File: src/rtl/updown_timer_pkg.sv
package updown_timer_pkg;
    localparam int DW   = 8;
    localparam int BW   = 16;
    localparam int AW   = 2;
    localparam int NSRC = 16;
    localparam int SELW = $clog2(NSRC);

    typedef enum logic [AW-1:0] {
        ADDR_CTRL  = 2'b00,
        ADDR_COUNT = 2'b01,
        ADDR_FLAGS = 2'b10,
        ADDR_RSVD  = 2'b11
    } reg_addr_e;

    typedef struct packed {
        logic            stop;
        logic            pulse_en;
        logic            under_en;
        logic            over_en;
        logic [SELW-1:0] src_sel;
    } ctrl_t;

    typedef struct packed {
        logic over;
        logic under;
    } flags_t;

    function automatic logic [BW-1:0] widen(input logic [DW-1:0] v);
        return {{(BW-DW){1'b0}}, v};
    endfunction
endpackage

File: src/rtl/ut_tick_detect.sv
module ut_tick_detect #(
    parameter int NSRC = 16,
    parameter int SELW = 4
) (
    input  logic            clk,
    input  logic            rst_n,
    input  logic [NSRC-1:0] src,
    input  logic [SELW-1:0] sel,
    output logic            tick
);
    logic [NSRC-1:0] rise;

    for (genvar g = 0; g < NSRC; g++) begin : g_src
        logic [2:0] sh;
        always_ff @(posedge clk) begin
            if (!rst_n) sh <= '0;
            else        sh <= {sh[1:0], src[g]};
        end
        assign rise[g] = sh[1] & ~sh[2];
    end

    assign tick = rise[sel];
endmodule

File: src/rtl/ut_counter.sv
module ut_counter #(
    parameter int DW = 8
) (
    input  logic          clk,
    input  logic          rst_n,
    input  logic          load_en,
    input  logic [DW-1:0] load_val,
    input  logic          step,
    input  logic          down,
    output logic [DW-1:0] count,
    output logic          over_evt,
    output logic          under_evt
);
    always_comb begin
        over_evt  = step & ~load_en & ~down & (count == '1);
        under_evt = step & ~load_en &  down & (count == '0);
    end

    always_ff @(posedge clk) begin
        if (!rst_n)       count <= '0;
        else if (load_en) count <= load_val;
        else if (step)    count <= down ? count - 1'b1 : count + 1'b1;
    end
endmodule

File: src/rtl/ut_regs.sv
module ut_regs
    import updown_timer_pkg::*;
(
    input  logic          clk,
    input  logic          rst_n,
    input  logic          sel_n,
    input  logic          rd_n,
    input  logic          wr_n,
    input  logic [AW-1:0] addr,
    input  logic [BW-1:0] wdata,
    input  logic [DW-1:0] count,
    input  logic          over_evt,
    input  logic          under_evt,
    output ctrl_t         ctrl_q,
    output flags_t        flags_q,
    output logic          load_en,
    output logic [DW-1:0] load_val,
    output logic [BW-1:0] rdata
);
    reg_addr_e ra;
    logic      wr_hit, rd_hit, clr_over, clr_under;

    always_comb begin
        ra        = reg_addr_e'(addr);
        wr_hit    = ~sel_n & ~wr_n;
        rd_hit    = ~sel_n & ~rd_n;
        load_en   = wr_hit & (ra == ADDR_COUNT);
        load_val  = wdata[DW-1:0];
        clr_over  = wr_hit & (ra == ADDR_FLAGS) & ~wdata[DW-1];
        clr_under = wr_hit & (ra == ADDR_FLAGS) & ~wdata[DW-2];
    end

    always_ff @(posedge clk) begin
        if (!rst_n) begin
            ctrl_q  <= '0;
            flags_q <= '0;
        end else begin
            if (wr_hit && ra == ADDR_CTRL) ctrl_q <= ctrl_t'(wdata[DW-1:0]);
            flags_q.over  <= over_evt  | (flags_q.over  & ~clr_over);
            flags_q.under <= under_evt | (flags_q.under & ~clr_under);
        end
    end

    always_comb begin
        rdata = '0;
        if (rd_hit) begin
            unique case (ra)
                ADDR_CTRL:  rdata = widen(ctrl_q);
                ADDR_COUNT: rdata = widen(count);
                ADDR_FLAGS: rdata = widen({flags_q.over, flags_q.under, {(DW-2){1'b0}}});
                default:    rdata = '0;
            endcase
        end
    end
endmodule

File: src/rtl/updown_timer.sv
module updown_timer
    import updown_timer_pkg::*;
(
    input  logic            clk,
    input  logic            rst_n,
    input  logic [NSRC-1:0] tick_src,
    input  logic            count_down,
    input  logic            bus_sel_n,
    input  logic            bus_rd_n,
    input  logic            bus_wr_n,
    input  logic [AW-1:0]   bus_addr,
    input  logic [BW-1:0]   bus_wdata,
    output logic [BW-1:0]   bus_rdata,
    output logic            irq_over,
    output logic            irq_under,
    output logic            evt_pulse
);
    ctrl_t         ctrl_q;
    flags_t        flags_q;
    logic          tick, step, load_en, over_evt, under_evt, pulse_q;
    logic [DW-1:0] load_val, count;

    ut_tick_detect #(.NSRC(NSRC), .SELW(SELW)) u_tick (
        .clk(clk), .rst_n(rst_n), .src(tick_src), .sel(ctrl_q.src_sel), .tick(tick)
    );

    assign step = tick & ~ctrl_q.stop;

    ut_counter #(.DW(DW)) u_cnt (
        .clk(clk), .rst_n(rst_n), .load_en(load_en), .load_val(load_val),
        .step(step), .down(count_down), .count(count),
        .over_evt(over_evt), .under_evt(under_evt)
    );

    ut_regs u_regs (
        .clk(clk), .rst_n(rst_n), .sel_n(bus_sel_n), .rd_n(bus_rd_n), .wr_n(bus_wr_n),
        .addr(bus_addr), .wdata(bus_wdata), .count(count), .over_evt(over_evt),
        .under_evt(under_evt), .ctrl_q(ctrl_q), .flags_q(flags_q), .load_en(load_en),
        .load_val(load_val), .rdata(bus_rdata)
    );

    always_ff @(posedge clk) begin
        if (!rst_n) pulse_q <= 1'b0;
        else        pulse_q <= (over_evt | under_evt) & ctrl_q.pulse_en;
    end

    assign irq_over  = flags_q.over  & ctrl_q.over_en;
    assign irq_under = flags_q.under & ctrl_q.under_en;
    assign evt_pulse = pulse_q;
endmodule

File: config.mk
export PLATFORM = sky130hd
export DESIGN_NAME = updown_timer
export DESIGN_NICKNAME = d
export VERILOG_FILES = /design/src/rtl/updown_timer_pkg.sv /design/src/rtl/ut_tick_detect.sv /design/src/rtl/ut_counter.sv /design/src/rtl/ut_regs.sv /design/src/rtl/updown_timer.sv
export SDC_FILE = /design/constraint.sdc
export NUM_CORES = 1
export LEC_CHECK = 0
export BUFFER_PORTS_ARGS = -buffer_cell sky130_fd_sc_hd__buf_2
export CAP_MARGIN = 20
export CORE_MARGIN = 8
export CORE_UTILIZATION = 30
export DETAILED_ROUTE_END_ITERATION = 7
export PLACE_DENSITY = 0.52
export SLEW_MARGIN = 20
export SYNTH_ARGS = -nofsm -noshare
export SYNTH_HDL_FRONTEND = slang
export SYNTH_HIERARCHICAL = 1
export SYNTH_SLANG_ARGS = --single-unit
export TNS_END_PERCENT = 20
File: constraint.sdc
create_clock -name clk -period 3.7 [get_ports clk]
set_input_delay 0.185 -clock clk [delete_from_list [all_inputs] [get_ports clk]]
set_output_delay 0.185 -clock clk [all_outputs]
set_load 0.05 [all_outputs]
==> run metrics <==
status=completed; Synth top area share=44.5%; vias in the first global route=2141; CP peak stage delay=between 0.5 and 0.6 ns; largest net degree at the start of global routing=65; GPL Wtd Cong=0.796; Setup crit start=u_regs/ctrl_q[0]; relative slew slack=44.9%; # rows=36; crit-path max FO=13; TritonCTS clock tree=built; max-slew violation count=0; Setup Skew=0.0114 ns; R2R setup slack=0.76 ns; Cell Chain, Critical Path=or3b_1, nand4_1, a41oi_1, a2111oi_2, nor2b_1, nand2b_1, or4_1, nor4_2, o21ai_0, a21oi_1; main area contributors after synthesis=dfxtp_1 44%, and2_1 10%, buf_4 4.0%; worst hold endpoint=u_tick/g_src[0].sh[0]; syn_area_per_cell=between 9 and 10 um2; TritonRoute pass-1 iters=4; starting density of the core=30.8%; Post-CTS Setup Inserts=0; Worst R2R Path Depth=10; routed len/inst=12.8 um; Reg-to-Reg Start=u_regs/ctrl_q[0]; worst reg2reg path endpoint=u_regs/flags_q[0]; depth of the worst hold-timing path=2; ys flop type=dfxtp_1; core area=9770 um2; DP Area=3230 um2; worst hold start=tick_src[0]; wirelength, routed=between 6 and 7 mm; area leader, netlist=dfxtp_1; Ys Warns=6; Crit path arrival time=3.20 ns; chip width=116 um; Worst setup SP type=flip-flop; Crit Path Class=reg -> reg; worst skew pair latency=0.33 ns; via count=2186; Routed Antenna Nets=0; root buffer cell=clkbuf_8; # port buffers=42; final setup fails=0; initial antenna violation count=0; vias per cell=about 4.5; Netlist Area Pre-Place=3020 um2; gr ovfl total=0; Critical Path End Type=flip-flop; Slowest-stage cell, CP=or4_1; Clock Sinks=67; H-tree Lvls=3; layout cells sized above 1=19.0%; RSZ-0062 raised after global routing=false; Seq/Total Area, Yosys=between 40% and 50%; 1st-iter DRT viols=125; number of CTS-inserted buffers=9; nets@finish=395; Tcrit/Tclk final=79.5%; leakage power=1.39 nW; Post-synth EDFFs=0; clk slew on worst S/H paths=approximately 0.08 ns; Peak VDD IR=0.000310 V; drt drc=0; worst-margin pin slew=0.821 ns; GRT Util Overall=9.83%; Hold Fails Final Rpt=0; Synth Register Bits=67; Hold Buf Count CTS=0; DIE AREA=~14000 um2; Post-synth ARST share=0%; post-route cell area=3400 um2; most frequent cells in the layout=67 x dfxtp_1, 50 x and2_1, 42 x buf_2; pwr dens=roughly 440 nW/um2; setup_tns=0 ns; Max Root-Sink Buffers=2; synth-to-layout area growth=12.6%; minimum clock period=2.94 ns; total power=0.00148 W; Hold WC Path Type=in -> reg; Die Ht=116 um; CP required=around 4 ns; post-CTS sizing=0; Cell variety after synth=58; # IOs=between 50 and 60; fmax=340 MHz; global-route wire length before repair=10.4 mm; Mapped Cells=around 320; # diodes=0; dpl hpwl=4.51 mm; commonest non-fill, non-tap cell in the layout=dfxtp_1; maxcap violations=0
## power breakdown
part	leakage, nW	switching [W]	internal, W	total (W)
Combinational	0.756	0.000109	0.0000799	0.000189
Clock	0.0822	0.000274	0.000243	0.000517
Sequential	0.549	0.0000220	0.000753	0.000775
Total	1.39	0.000405	0.00108	0.00148
## cell families (layout without fill, tap and decap cells)
family	Yosys count	after routing	synth area share [%]
xor gates and xnor gates	3	3	0.872
muxes	9	9	3.03
and+or+nand+nor	137	137	27.6
DFF	67	67	44.5
AOI/OAI and AO/OA	54	54	12.5
buffers and inverters	39	68	8.22
other	1	8	0.124
adders and majority gates	7	7	3.15
## per-layer routing
layer	part of all wire [%]	wire length, um	GRT usage [%]	vias up
li1	-	-	-	1143
met1	49	3020	12.3	978
met2	43	2680	15.4	60
met3	7.5	466	3.52	5
met4	0.77	48	3.11	0
met5	0	0	0	-
## state kept, by name, summed over array words and instances, names as in the netlist
register,flops
u_tick/g_src.sh,48
u_cnt/count,8
u_regs/ctrl_q,8
u_regs/flags_q,2
evt_pulse,1
## area by class of cell
cell class,count,area (um2)
clock buffer,10,128
clock inverter,6,42.5
fill,1073,6380
inverter,7,26.3
multi-input combinational,218,1460
sequential,67,1340
tap,133,166
timing repair buffer,45,233
## worst max-delay path by stage
stage,depth (start not counted),slack (ns),endpoint
floorplan,4,0.53,bus_rdata[7]
global placement,10,0.81,u_regs/flags_q[0]
detailed placement,10,0.76,u_regs/flags_q[0]
CTS,10,0.74,u_regs/flags_q[0]
global route,10,0.43,u_regs/flags_q[0]
finish,10,0.76,u_regs/flags_q[0]
## synthesized netlist by cell type (3+ instances only)
cell type / number
a211oi_1: 3
or3_1: 3
nand2b_1: 6
dfxtp_1: 67
o22ai_1: 3
xnor2_1: 3
nor4b_1: 3
a21oi_1: 14
o21ai_0: 10
nor3b_1: 11
and2_1: 50
nand2_1: 14
nand3_1: 12
ha_1: 6
mux2i_1: 8
nor2_1: 14
nor2b_1: 8
inv_1: 6
buf_6: 5
buf_4: 16
buf_2: 3
clkbuf_1: 7
## worst max-delay path: cells and delay by family (launching register included)
family | cells | cell delay (ns)
AND/OR/NAND/NOR | 6 | 1.65
AO/OA/AOI/OAI | 4 | 0.79
flip-flops | 1 | 0.44
## per-stage QoR
step / std cells / hold WS (ns) / worst slack [ns] / utilization [%]
final: 486 / 0.0443 / 0.760 / 34.7
after global routing: 486 / 0.0302 / 0.433 / 34.7
after CTS: 486 / 0.0338 / 0.742 / 34.7
after global placement: 470 / 0.390 / 0.807 / 33.0
after floorplan: 324 / 0.307 / 0.526 / -
after detailed placement: 470 / 0.393 / 0.762 / 33.0
Power figures use the tool's default switching activity.
